--- src/rtl/pio_pkg.sv ---
package pio_pkg;
    parameter int DATA_W = 16;
    parameter int HALF_W = DATA_W / 2;
    parameter int CS_W   = 2;
    parameter int REG_W  = 3;

    typedef enum logic [2:0] {
        ST_IDLE,
        ST_SETUP,
        ST_PULSE,
        ST_HOLD,
        ST_RECOV
    } pio_state_e;

    typedef struct packed {
        pio_state_e              state;
        logic [CS_W-1:0]         cs_n;
        logic [REG_W-1:0]        addr;
        logic                    rd_n;
        logic                    wr_n;
        logic [DATA_W-1:0]       dout;
        logic                    doe;
        logic                    write;
        logic                    narrow;
        logic [DATA_W-1:0]       rdata;
        logic                    ack;
        logic                    err;
    } pio_regs_t;
endpackage

--- src/rtl/pio_span_counter.sv ---
module pio_span_counter #(
    parameter int W = 8
) (
    input  logic         clk,
    input  logic         rst_n,
    input  logic         load,
    input  logic [W-1:0] load_val,
    output logic         last
);
    logic [W-1:0] cnt_d, cnt_q;

    always_comb begin
        cnt_d = cnt_q;
        if (load) begin
            cnt_d = (load_val == '0) ? W'(1) : load_val;
        end else if (cnt_q > W'(1)) begin
            cnt_d = cnt_q - W'(1);
        end
    end

    always_ff @(posedge clk or negedge rst_n) begin
        if (!rst_n) cnt_q <= '0;
        else        cnt_q <= cnt_d;
    end

    assign last = (cnt_q <= W'(1));

    // a freshly loaded phase never ends in less than one cycle
    assert_load_nonzero_R3: assert property (@(posedge clk) disable iff (!rst_n)
        load |=> cnt_q != '0);
endmodule

--- src/rtl/pio_elapsed.sv ---
module pio_elapsed #(
    parameter int W = 8
) (
    input  logic         clk,
    input  logic         rst_n,
    input  logic         start,
    input  logic         busy,
    input  logic [W-1:0] limit,
    output logic         reached
);
    localparam int EW = W + 1;
    logic [EW-1:0] el_d, el_q;
    logic [EW-1:0] lim_n;

    assign lim_n = (limit == '0) ? EW'(1) : {1'b0, limit};

    always_comb begin
        el_d = el_q;
        if (start) begin
            el_d = EW'(1);
        end else if (busy && (el_q != '1)) begin
            el_d = el_q + EW'(1);
        end
    end

    always_ff @(posedge clk or negedge rst_n) begin
        if (!rst_n) el_q <= '0;
        else        el_q <= el_d;
    end

    assign reached = (el_q >= lim_n);

    // the elapsed count restarts at one on each new access
    assert_restart_R5: assert property (@(posedge clk) disable iff (!rst_n)
        start |=> el_q == EW'(1));
endmodule

--- src/rtl/pio_wait_guard.sv ---
module pio_wait_guard #(
    parameter int W = 8
) (
    input  logic         clk,
    input  logic         rst_n,
    input  logic         clr,
    input  logic         inc,
    input  logic [W-1:0] limit,
    output logic         expired
);
    logic [W-1:0] wc_d, wc_q;
    logic [W-1:0] lim_n;

    assign lim_n = (limit == '0) ? W'(1) : limit;

    always_comb begin
        wc_d = wc_q;
        if (clr) begin
            wc_d = '0;
        end else if (inc && (wc_q != '1)) begin
            wc_d = wc_q + W'(1);
        end
    end

    always_ff @(posedge clk or negedge rst_n) begin
        if (!rst_n) wc_q <= '0;
        else        wc_q <= wc_d;
    end

    assign expired = (wc_q >= lim_n);

    // cleared guard is never reported expired in the following cycle
    assert_clear_R7: assert property (@(posedge clk) disable iff (!rst_n)
        clr |=> !expired);
endmodule

--- src/rtl/pio_cycle_gen.sv ---
module pio_cycle_gen
    import pio_pkg::*;
#(
    parameter int TW  = 8,
    parameter int TOW = 8
) (
    input  logic              clk,
    input  logic              rst_n,
    input  logic [TW-1:0]     cfg_setup,
    input  logic [TW-1:0]     cfg_pulse,
    input  logic [TW-1:0]     cfg_hold,
    input  logic [TW-1:0]     cfg_recov,
    input  logic [TW-1:0]     cfg_cycle,
    input  logic [TOW-1:0]    cfg_timeout,
    input  logic              cfg_narrow,
    input  logic              req_valid,
    input  logic              req_write,
    input  logic [CS_W-1:0]   req_cs,
    input  logic [REG_W-1:0]  req_reg,
    input  logic [DATA_W-1:0] req_wdata,
    output logic              req_ready,
    output logic              ack,
    output logic [DATA_W-1:0] ack_rdata,
    output logic              ack_err,
    output logic [CS_W-1:0]   bus_cs_n,
    output logic [REG_W-1:0]  bus_addr,
    output logic              bus_rd_n,
    output logic              bus_wr_n,
    output logic [DATA_W-1:0] bus_dout,
    output logic              bus_doe,
    input  logic [DATA_W-1:0] bus_din,
    input  logic              bus_iordy
);
    localparam pio_regs_t RST = '{
        state:  ST_IDLE,
        cs_n:   '1,
        addr:   '0,
        rd_n:   1'b1,
        wr_n:   1'b1,
        dout:   '0,
        doe:    1'b0,
        write:  1'b0,
        narrow: 1'b0,
        rdata:  '0,
        ack:    1'b0,
        err:    1'b0
    };

    pio_regs_t r_d, r_q;

    logic          span_load;
    logic [TW-1:0] span_val;
    logic          span_last;
    logic          start;
    logic          reached;
    logic          guard_clr;
    logic          guard_inc;
    logic          expired;

    pio_span_counter #(.W(TW)) u_span (
        .clk      (clk),
        .rst_n    (rst_n),
        .load     (span_load),
        .load_val (span_val),
        .last     (span_last)
    );

    pio_elapsed #(.W(TW)) u_elapsed (
        .clk     (clk),
        .rst_n   (rst_n),
        .start   (start),
        .busy    (r_q.state != ST_IDLE),
        .limit   (cfg_cycle),
        .reached (reached)
    );

    pio_wait_guard #(.W(TOW)) u_guard (
        .clk     (clk),
        .rst_n   (rst_n),
        .clr     (guard_clr),
        .inc     (guard_inc),
        .limit   (cfg_timeout),
        .expired (expired)
    );

    assign guard_clr = (r_q.state != ST_PULSE) || !span_last;
    assign guard_inc = (r_q.state == ST_PULSE) && span_last && !bus_iordy;

    always_comb begin
        r_d       = r_q;
        r_d.ack   = 1'b0;
        span_load = 1'b0;
        span_val  = '0;
        start     = 1'b0;
        case (r_q.state)
            ST_IDLE: begin
                if (req_valid) begin
                    start      = 1'b1;
                    span_load  = 1'b1;
                    span_val   = cfg_setup;
                    r_d.state  = ST_SETUP;
                    r_d.cs_n   = ~req_cs;
                    r_d.addr   = req_reg;
                    r_d.write  = req_write;
                    r_d.narrow = cfg_narrow;
                    r_d.dout   = cfg_narrow ? {{HALF_W{1'b0}}, req_wdata[HALF_W-1:0]}
                                            : req_wdata;
                    r_d.doe    = req_write;
                    r_d.err    = 1'b0;
                    r_d.rdata  = '0;
                end
            end
            ST_SETUP: begin
                if (span_last) begin
                    span_load = 1'b1;
                    span_val  = cfg_pulse;
                    r_d.state = ST_PULSE;
                    r_d.rd_n  = r_q.write;
                    r_d.wr_n  = !r_q.write;
                end
            end
            ST_PULSE: begin
                if (span_last && (bus_iordy || expired)) begin
                    span_load = 1'b1;
                    span_val  = cfg_hold;
                    r_d.state = ST_HOLD;
                    r_d.rd_n  = 1'b1;
                    r_d.wr_n  = 1'b1;
                    if (!bus_iordy) begin
                        r_d.err = 1'b1;
                    end else if (!r_q.write) begin
                        r_d.rdata = r_q.narrow ? {{HALF_W{1'b0}}, bus_din[HALF_W-1:0]}
                                               : bus_din;
                    end
                end
            end
            ST_HOLD: begin
                if (span_last) begin
                    span_load = 1'b1;
                    span_val  = cfg_recov;
                    r_d.state = ST_RECOV;
                    r_d.cs_n  = '1;
                    r_d.doe   = 1'b0;
                    r_d.dout  = '0;
                end
            end
            ST_RECOV: begin
                if (span_last && reached) begin
                    r_d.state = ST_IDLE;
                    r_d.ack   = 1'b1;
                end
            end
            default: r_d = RST;
        endcase
    end

    always_ff @(posedge clk or negedge rst_n) begin
        if (!rst_n) r_q <= RST;
        else        r_q <= r_d;
    end

    assign req_ready = (r_q.state == ST_IDLE);
    assign ack       = r_q.ack;
    assign ack_rdata = r_q.rdata;
    assign ack_err   = r_q.ack & r_q.err;
    assign bus_cs_n  = r_q.cs_n;
    assign bus_addr  = r_q.addr;
    assign bus_rd_n  = r_q.rd_n;
    assign bus_wr_n  = r_q.wr_n;
    assign bus_dout  = r_q.dout;
    assign bus_doe   = r_q.doe;

    assert_one_strobe_R3: assert property (@(posedge clk) disable iff (!rst_n)
        bus_rd_n || bus_wr_n);

    assert_setup_R2: assert property (@(posedge clk) disable iff (!rst_n)
        ($fell(bus_rd_n) || $fell(bus_wr_n)) |-> ($stable(bus_addr) && $stable(bus_cs_n)));

    assert_addr_steady_R2: assert property (@(posedge clk) disable iff (!rst_n)
        (!(bus_rd_n && bus_wr_n) && !$past(bus_rd_n && bus_wr_n)) |-> $stable(bus_addr));

    assert_hold_R4: assert property (@(posedge clk) disable iff (!rst_n)
        ($rose(bus_rd_n) || $rose(bus_wr_n)) |-> $stable(bus_cs_n));

    assert_wdata_hold_R4: assert property (@(posedge clk) disable iff (!rst_n)
        $rose(bus_wr_n) |-> ($stable(bus_dout) && bus_doe));

    assert_ack_pulse_R6: assert property (@(posedge clk) disable iff (!rst_n)
        ack |=> !ack);

    assert_ack_idle_R6: assert property (@(posedge clk) disable iff (!rst_n)
        ack |-> req_ready);

    assert_narrow_R9: assert property (@(posedge clk) disable iff (!rst_n)
        (bus_doe && r_q.narrow) |-> (bus_dout[DATA_W-1:HALF_W] == '0));

    assert_err_rdata_R8: assert property (@(posedge clk) disable iff (!rst_n)
        ack_err |-> (ack_rdata == '0));
endmodule

--- config.mk ---
export PLATFORM = sky130hd
export DESIGN_NAME = pio_cycle_gen
export DESIGN_NICKNAME = d
export VERILOG_FILES = /design/src/rtl/pio_pkg.sv /design/src/rtl/pio_span_counter.sv /design/src/rtl/pio_elapsed.sv /design/src/rtl/pio_wait_guard.sv /design/src/rtl/pio_cycle_gen.sv
export SDC_FILE = /design/constraint.sdc
export NUM_CORES = 1
export LEC_CHECK = 0
export ABC_AREA = 0
export BUFFER_PORTS_ARGS = -buffer_cell sky130_fd_sc_hd__buf_2
export CORE_ASPECT_RATIO = 1.2
export CORE_MARGIN = 10
export CORE_UTILIZATION = 52
export DETAILED_ROUTE_END_ITERATION = 10
export PLACE_DENSITY = 0.89
export SLEW_MARGIN = 0
export SYNTH_ARGS = -nofsm -noshare
export SYNTH_HDL_FRONTEND = slang
export SYNTH_SLANG_ARGS = --single-unit
--- constraint.sdc ---
create_clock -name clk -period 2.8 [get_ports clk]
set_input_delay 0.14 -clock clk [delete_from_list [all_inputs] [get_ports clk]]
set_output_delay 0.14 -clock clk [all_outputs]
set_load 0.05 [all_outputs]
==> run_results.csv, run 1 <==
group,metric,value,unit
run_status,outcome,"completed",
floorplanning,io_pins,134,
floorplanning,rows,36,
timing,slew_headroom,47.98,%
detailed_routing,routed_via_count_divided_by_cell_count,5.229,
yosys,synth_area_per_cell,8.973,µm²
final_layout,multiInputGateArea,0.002033,mm²
detailed_routing,detail-route-antenna-nets,0,
placement,placement.io_buffers,133,
min_path,timing.hold.worst.class,"in -> reg",
floorplanning,die_height,120.6,µm
yosys,ys_seq_area_share,41.17,%
timing,clock-skew-final,0.01714,ns
cts,cts_max_path_buffers,2,
final_layout,fin_util,62.32,%
global_routing,maximum_number_of_pins_on_one_net_before_global_route_repair,37,
final_layout,antenna_cells,0,
cts,numClockSinks,72,
cts,root_buffer,"sky130_fd_sc_hd__clkbuf_8",
final_layout,final_layout_size_suffix_gt1_share,31.55,%
yosys,synthCells,489,
detailed_routing,route.detailed.drc,0,
global_routing,grt_pass1_wl,17910,µm
yosys,yosys.cell_types.count,56,
placement,dp.final_hpwl,8590,µm
cts,clock_tree_from_tritoncts,"built",
cts,clkSlewWorstSetupHoldPaths,0.08,ns
final_layout,final_net_count,706,
critical_path,cp_max_fo,8,
placement,place_congestion,0.9280,
pwr,pwr_density_cell,935.4,mW/mm²
global_routing,antenna_found_initial,0,
yosys,synth_edf_count,0,
yosys,ys_warn_count,0,
floorplanning,fp.coreArea,0.008198,mm²
global_routing,first_global_vias,3889,
timing,setup_violations,0,
timing,rsz0062_at_grt,"false",
yosys,yosys_register_bits,72,
cts,insertion_delay,0.34,ns
timing,period_minus_slack,2.476,ns
job,timing.max_cap.violations,0,
yosys,syn_nets,601,
timing,final-max-slew-violation-count,0,
placement,dp.cells,696,
pwr,fin_total_pwr,4.779,mW
detailed_routing,drt_iter0_drc,143,
critical_path,critPathLaunchType,"flop",
final_layout,nFillCells,757,
final_layout,post_layout_nonfiller_instances,713,
cts,depth_of_the_cts_h_tree,3,
detailed_routing,via_count,3728,
yosys,synth-async-reset-ratio,100.0,%
timing,period_share,88.43,%
yosys,synth_area,0.004388,mm²
timing,tightest_slew,0.7767,ns
critical_path,crit_path_end_kind,"flop",
floorplanning,die-width,103.9,µm
detailed_routing,detail_route.wl_per_cell,14.96,µm
detailed_routing,postRouteWirelength,10670,µm
cts,cts_buffers,9,
critical_path,worst-endpoint-arrival,2.71,ns
timing,max_clock_freq,403.9,MHz
timing,timing.setup.tns,0,ns
timing,timing_hold_violations_final,0,
floorplanning,initial_cell_density_of_the_core,53.53,%
global_routing,global_route.overflow_total,0,
global_routing,global_route.usage.total,16.88,%
critical_path,critPathRequiredTime,3.03,ns
final_layout,register_area,0.001807,mm²
detailed_routing,dr.pass1.iters,4,
floorplanning,floorplan.die_area,0.01253,mm²
yosys,synth_top_flop_cell,"sky130_fd_sc_hd__dfrtp_1",
final_layout,area.growth.synth_to_final,16.42,%
pwr,p_leak,2.601,nW
critical_path,setup.worst_path.class,"reg -> reg",
pwr,vdd.ir_drop.worst,0.3796,mV
stage by stage:
stage,cell area [µm²],worst slack [ns],hold slack (ns)
3_3_place_gp,4903,0.1256,0.2103
4_1_cts,5105,0.1946,0.009932
2_1_floorplan,4388,0.4647,-0.1556
5_1_grt,5109,0.1030,0.02724
6_report,5109,0.3239,0.02985
3_5_place_dp,4903,0.05912,0.2236
kinds of logic after synthesis:
| kind of cell | after synthesis | synth area share, % |
|---|---|---|
| compound gates | 107 | 15.48 |
| fa+ha+maj | 21 | 5.988 |
| mux | 16 | 3.764 |
| flops | 72 | 41.17 |
| buf+inv | 93 | 12.97 |
| simple gates | 167 | 18.02 |
| xor+xnor | 13 | 2.595 |
cell usage after synthesis, drive strengths merged, types with 5 or more instances:
master / instances / area, µm²
a21oi: 14 / 70.07
xor2: 10 / 87.58
nor4: 5 / 46.29
mux2i: 12 / 120.1
dfrtp: 68 / 1702
ha: 21 / 262.8
o21ai: 58 / 294.0
nand2: 70 / 265.3
nand3: 23 / 120.1
clkbuf: 10 / 58.81
a22oi: 5 / 37.54
and3: 10 / 63.81
buf: 44 / 344.1
inv: 37 / 138.9
nor2: 33 / 123.9
nand4: 6 / 37.54
path summary, 6_finish.rpt:
kind                                                from                       endpoint  slack, ns  cells past startpoint
max in group asynchronous                          rst_n           bus_wr_n$_DFFE_PN1P_       1.61                      3
min                                           bus_din[0]       ack_rdata[0]$_DFFE_PN0P_       0.03                      3
max                        u_elapsed.el_q[1]$_DFFE_PN0P_  u_elapsed.el_q[7]$_DFFE_PN0P_       0.32                      9
max reg2reg                u_elapsed.el_q[1]$_DFFE_PN0P_  u_elapsed.el_q[7]$_DFFE_PN0P_       0.32                      9
min in group asynchronous                          rst_n      ack_rdata[10]$_DFFE_PN0P_       0.38                      2
min reg2reg                      bus_dout[2]$_DFFE_PN0P_        bus_dout[2]$_DFFE_PN0P_       0.48                      2
cell usage in the layout (no fill, tap or decap), types with 3 or more instances in the layout:
master	n
sky130_fd_sc_hd__nor4_1	4
sky130_fd_sc_hd__mux2i_1	12
sky130_fd_sc_hd__a22oi_1	5
sky130_fd_sc_hd__dfrtp_1	68
sky130_fd_sc_hd__ha_1	21
sky130_fd_sc_hd__or2_2	3
sky130_fd_sc_hd__mux2_2	4
sky130_fd_sc_hd__buf_4	16
sky130_fd_sc_hd__o21ai_0	57
sky130_fd_sc_hd__nand2b_1	3
sky130_fd_sc_hd__a21oi_1	13
sky130_fd_sc_hd__nand2_1	69
sky130_fd_sc_hd__clkbuf_8	10
sky130_fd_sc_hd__nor2b_1	4
sky130_fd_sc_hd__and3_1	9
sky130_fd_sc_hd__xnor2_1	3
sky130_fd_sc_hd__clkbuf_1	3
sky130_fd_sc_hd__buf_2	133
sky130_fd_sc_hd__a211o_1	4
sky130_fd_sc_hd__nand4_1	6
sky130_fd_sc_hd__dfstp_2	4
sky130_fd_sc_hd__nand3_1	22
sky130_fd_sc_hd__nor2_1	33
sky130_fd_sc_hd__xor2_1	10
sky130_fd_sc_hd__inv_1	37
critical path, stage by stage, from the launching register on:
cell,delay (ns)
sky130_fd_sc_hd__dfrtp_1,0.42
sky130_fd_sc_hd__ha_1,0.20
sky130_fd_sc_hd__and3_1,0.20
sky130_fd_sc_hd__and3_1,0.21
sky130_fd_sc_hd__and3_1,0.18
sky130_fd_sc_hd__ha_1,0.18
sky130_fd_sc_hd__nor2_1,0.44
sky130_fd_sc_hd__nand4_1,0.23
sky130_fd_sc_hd__o211ai_1,0.22
sky130_fd_sc_hd__o31ai_1,0.09
flip-flops by register name, summed over array words and instances, names as in the netlist:
register        cells
bus_wr_n            1
bus_doe             1
ack_rdata          16
bus_rd_n            1
bus_cs_n            2
u_elapsed.el_q      9
r_q                 6
u_span.cnt_q        8
ack                 1
bus_addr            3
bus_dout           16
u_guard.wc_q        8
timing repair:
item	4_1_cts	5_1_grt
gates resized for setup	0	1
setup buffers	0	0
setup endpoints to repair	0	1
hold buffers	1	0
endpoints found under the hold margin	28	0
power by group:
| part | internal, mW | switching [mW] | leakage (nW) |
|---|---|---|---|
| Combinational | 0.763 | 1.55 | 1.56 |
| Sequential | 1.38 | 0.286 | 0.949 |
| Clock | 0.436 | 0.368 | 0.0936 |
| Total | 2.58 | 2.20 | 2.60 |
area by class of cell:
class	instances	share of cell area [%]
Multi-Input combinational cell	324	39.80
Sequential cell	72	35.37
Clock buffer	13	2.915
Tap cell	114	2.792
Timing Repair Buffer	150	15.58
Inverter	37	2.719
Clock inverter	3	0.8327
metal layers:
metal	global-route usage, %	wire, µm
met1	20.49	4724
met2	27.78	5005
met3	4.729	829
met4	6.882	110
met5	0	0
Note: power is estimated with default switching activity, not from simulation.
==> run 2: changes to the inputs <==
ABC_AREA = 1   (was 0)
CORE_UTILIZATION = 53   (was 52)
SLEW_MARGIN = 30   (was 0)
SYNTH_HIERARCHICAL = 1   (was not set)
==> run_results.csv, run 2 <==
group,metric,value,unit
yosys,synth_area,0.004811,mm²
timing,timing_hold_violations_final,0,
detailed_routing,route.layer.met1.wl,5323,µm
placement,dp.cells,866,
yosys,synth_top_area_cell,"sky130_fd_sc_hd__dfrtp_1",
pwr,fin_total_pwr,5.753,mW
floorplanning,floorplan.die_area,0.01330,mm²
yosys,synth_edf_count,0,
timing,timing.setup.tns,0,ns
final_layout,final_common_cell,"sky130_fd_sc_hd__nand2_1",
critical_path,timing.critical_path.slowest_cell_delay,0.45,ns
placement,dp.final_hpwl,9261,µm
yosys,synth_most_common_cell,"sky130_fd_sc_hd__nand2_1",
cts,clkSlewWorstSetupHoldPaths,0.09,ns
final_layout,antenna_cells,0,
min_path,timing.hold.worst.class,"in -> reg",
placement,place_congestion,0.8927,
yosys,synth.cells.most_frequent,"199 x sky130_fd_sc_hd__nand2_1, 68 x sky130_fd_sc_hd__dfrtp_1, 65 x sky130_fd_sc_hd__inv_1",
pwr,p_leak,3.078,nW
timing,max_clock_freq,400.6,MHz
critical_path,critical-path-top-delay-family,"simple AND/OR/NAND/NOR gates",
critical_path,critPathRequiredTime,3.04,ns
detailed_routing,detailroute.wirelength.met2,5633,µm
floorplanning,die-width,107.0,µm
global_routing,first_global_vias,4481,
detailed_routing,detail-route-antenna-nets,0,
critical_path,setup.worst_path.class,"reg -> reg",
critical_path,cp.buffers_inverters,2,
detailed_routing,routed-wl-met3,985,µm
final_layout,area.growth.synth_to_final,15.34,%
final_layout,final_layout_size_suffix_gt1_share,26.89,%
placement,dpl-instance-area,0.005309,mm²
placement,placement.io_buffers,133,
pwr,vdd.ir_drop.worst,0.4637,mV
timing,worst_slack,0.3038,ns
run_status,outcome,"completed",
yosys,yosys.cell_types.count,37,
yosys,synth-async-reset-ratio,100.0,%
timing,clock-skew-final,0.01230,ns
job,timing.max_cap.violations,0,
detailed_routing,drt_iter0_drc,250,
detailed_routing,via_count,4503,
timing,tightest_slew,0.6516,ns
cts,cts_max_path_buffers,2,
detailed_routing,route.detailed.drc,0,
floorplanning,io_pins,134,
floorplanning,die_height,124.4,µm
floorplanning,initial_cell_density_of_the_core,53.82,%
detailed_routing,dr.pass1.iters,4,
detailed_routing,routed.top_layer,"met4",
final_layout,final_net_count,873,
yosys,ys_warn_count,6,
cts,clock_tree_from_tritoncts,"built",
cts,insertion_delay,0.36,ns
yosys,synth.area.top_cells,"sky130_fd_sc_hd__dfrtp_1 35%, sky130_fd_sc_hd__nand2_1 16%, sky130_fd_sc_hd__buf_4 6.4%",
critical_path,crit_path_end_kind,"flop",
global_routing,global_route.usage.total,18.12,%
cts,root_buffer,"sky130_fd_sc_hd__clkbuf_8",
min_path,hold_depth,3,
timing,fin_hold_ws,0.003900,ns
placement,placement.setup.worst_slack,0.1687,ns
critical_path,worst_path_max_delay_cell,"sky130_fd_sc_hd__dfrtp_1",
cts,cts_buffers,9,
critical_path,ff2ff_setup_slack,0.30,ns
critical_path,timing.reg2reg.worst_path_depth,14,
final_layout,post_layout_nonfiller_instances,886,
critical_path,timing.critical_path.cells,"ha_1 -> nand2_1 -> nor2_1 -> nand4_1 -> nand3_1 -> o21ai_1 -> nor2_2 -> inv_1 -> o211ai_1 -> inv_2 -> nor2_1 -> o21ai_0 -> nand3_1 -> nand2_1",
final_layout,layout.cell_area.non_filler,0.005549,mm²
critical_path,cp_max_fo,9,
timing,period_minus_slack,2.496,ns
timing,final-max-slew-violation-count,0,
pwr,pwr_density_cell,1037,mW/mm²
detailed_routing,detail_route.wl_per_cell,13.68,µm
yosys,yosys_register_bits,72,
global_routing,antenna_found_initial,0,
yosys,synthCells,659,
global_routing,grt_pass1_wl,20430,µm
min_path,timing.hold.worst.start,"req_reg[2]",
critical_path,worstReg2RegEnd,"u_span/cnt_q[0]$_DFFE_PN0P_",
yosys,synth_top_flop_cell,"sky130_fd_sc_hd__dfrtp_1",
critical_path,startpoint_of_the_most_critical_register_to_register_path,"u_guard/wc_q[7]$_DFFE_PN0P_",
floorplanning,fp.coreArea,0.008939,mm²
global_routing,maximum_number_of_pins_on_one_net_before_global_route_repair,73,
floorplanning,rows,38,
timing,period_share,89.15,%
detailed_routing,routed_via_count_divided_by_cell_count,5.082,
yosys,synth_area_per_cell,7.300,µm²
critical_path,critPathLaunchType,"flop",
cts,depth_of_the_cts_h_tree,3,
min_path,timing.hold.worst_endpoint,"bus_addr[2]$_DFFE_PN0P_",
final_layout,fin_util,62.08,%
yosys,synth_top_area_share,35.37,%
timing,setup_violations,0,
final_layout,layout_common_cells,"199 x sky130_fd_sc_hd__nand2_1, 133 x sky130_fd_sc_hd__buf_2, 68 x sky130_fd_sc_hd__dfrtp_1",
global_routing,global_route.overflow_total,0,
timing,rsz0062_at_grt,"false",
detailed_routing,postRouteWirelength,12120,µm
critical_path,worst-endpoint-arrival,2.74,ns
yosys,ys_seq_area_share,37.56,%
cts,numClockSinks,72,
timing,slew_headroom,56.56,%
yosys,syn_nets,771,
run 2: cell types whose count changed after synthesis, sizes merged, moves of 6 or more:
cell,previous run,this run
and3,10,0
clkbuf,10,4
inv,37,73
mux2i,12,0
nand2,70,212
nand3,23,58
nand4,6,24
nor2,33,76
o2111ai,0,8
o21ai,58,38
xor2,10,1
run 2: worst reg2reg max path: stages, from the launching register on:
cell and delay [ns]:
sky130_fd_sc_hd__dfrtp_1 0.45, sky130_fd_sc_hd__ha_1 0.33, sky130_fd_sc_hd__nand2_1 0.07, sky130_fd_sc_hd__nor2_1 0.13
sky130_fd_sc_hd__nand4_1 0.09, sky130_fd_sc_hd__nand3_1 0.15, sky130_fd_sc_hd__o21ai_1 0.14, sky130_fd_sc_hd__nor2_2 0.16
sky130_fd_sc_hd__inv_1 0.08, sky130_fd_sc_hd__o211ai_1 0.26, sky130_fd_sc_hd__inv_2 0.18, sky130_fd_sc_hd__nor2_1 0.13
sky130_fd_sc_hd__o21ai_0 0.09, sky130_fd_sc_hd__nand3_1 0.07, sky130_fd_sc_hd__nand2_1 0.05
run 2: power breakdown:
part	switching, mW	internal (mW)	leakage (nW)
combinational	2.41	0.813	2.02
clock	0.431	0.422	0.106
sequential	0.255	1.42	0.954
total	3.10	2.66	3.08
run 2: cell type report:
class | count | area [µm²]
Clock buffer | 9 | 123.9
Clock inverter | 7 | 77.57
Fill cell | 823 | 3390
Inverter | 75 | 284.0
Multi-Input combinational cell | 460 | 2357
Sequential cell | 72 | 1807
Tap cell | 120 | 150.1
Timing Repair Buffer | 143 | 749.5
run 2: kinds of logic (layout without fill, tap and decap cells):
| family | after synthesis | after routing | share of synthesized area [%] |
|---|---|---|---|
| AOI/OAI and AO/OA | 63 | 63 | 7.491 |
| and+or+nand+nor | 374 | 374 | 35.68 |
| adders and majority gates | 21 | 21 | 5.462 |
| buffers and inverters | 127 | 234 | 13.45 |
| DFF | 72 | 72 | 37.56 |
| xor gates and xnor gates | 2 | 2 | 0.3642 |
run 2: repair_timing:
action	CTS	global route
endpoints found under the hold margin	1	68
setup buffers	0	2
resized for setup	0	1
setup endpoints to repair	0	4
hold buffers	1	1
run 2: worst max-delay path by stage:
stage	slack, ns	cells past startpoint	to	start
floorplan	0.39	15	u_guard/wc_q[5]$_DFFE_PN0P_	u_span/cnt_q[0]$_DFFE_PN0P_
global placement	0.28	14	u_span/cnt_q[0]$_DFFE_PN0P_	u_guard/wc_q[3]$_DFFE_PN0P_
detailed placement	0.17	14	u_span/cnt_q[0]$_DFFE_PN0P_	u_guard/wc_q[7]$_DFFE_PN0P_
CTS	0.13	14	u_span/cnt_q[0]$_DFFE_PN0P_	u_guard/wc_q[7]$_DFFE_PN0P_
global route	0.07	14	u_span/cnt_q[0]$_DFFE_PN0P_	u_guard/wc_q[7]$_DFFE_PN0P_
finish	0.30	14	u_span/cnt_q[0]$_DFFE_PN0P_	u_guard/wc_q[7]$_DFFE_PN0P_
run 2: per-layer routing:
layer  GRT usage, %  up-vias
li1               -     2286
met1          22.11     2035
met2          29.74      166
met3          5.487       16
met4          5.587        0
met5              0        -
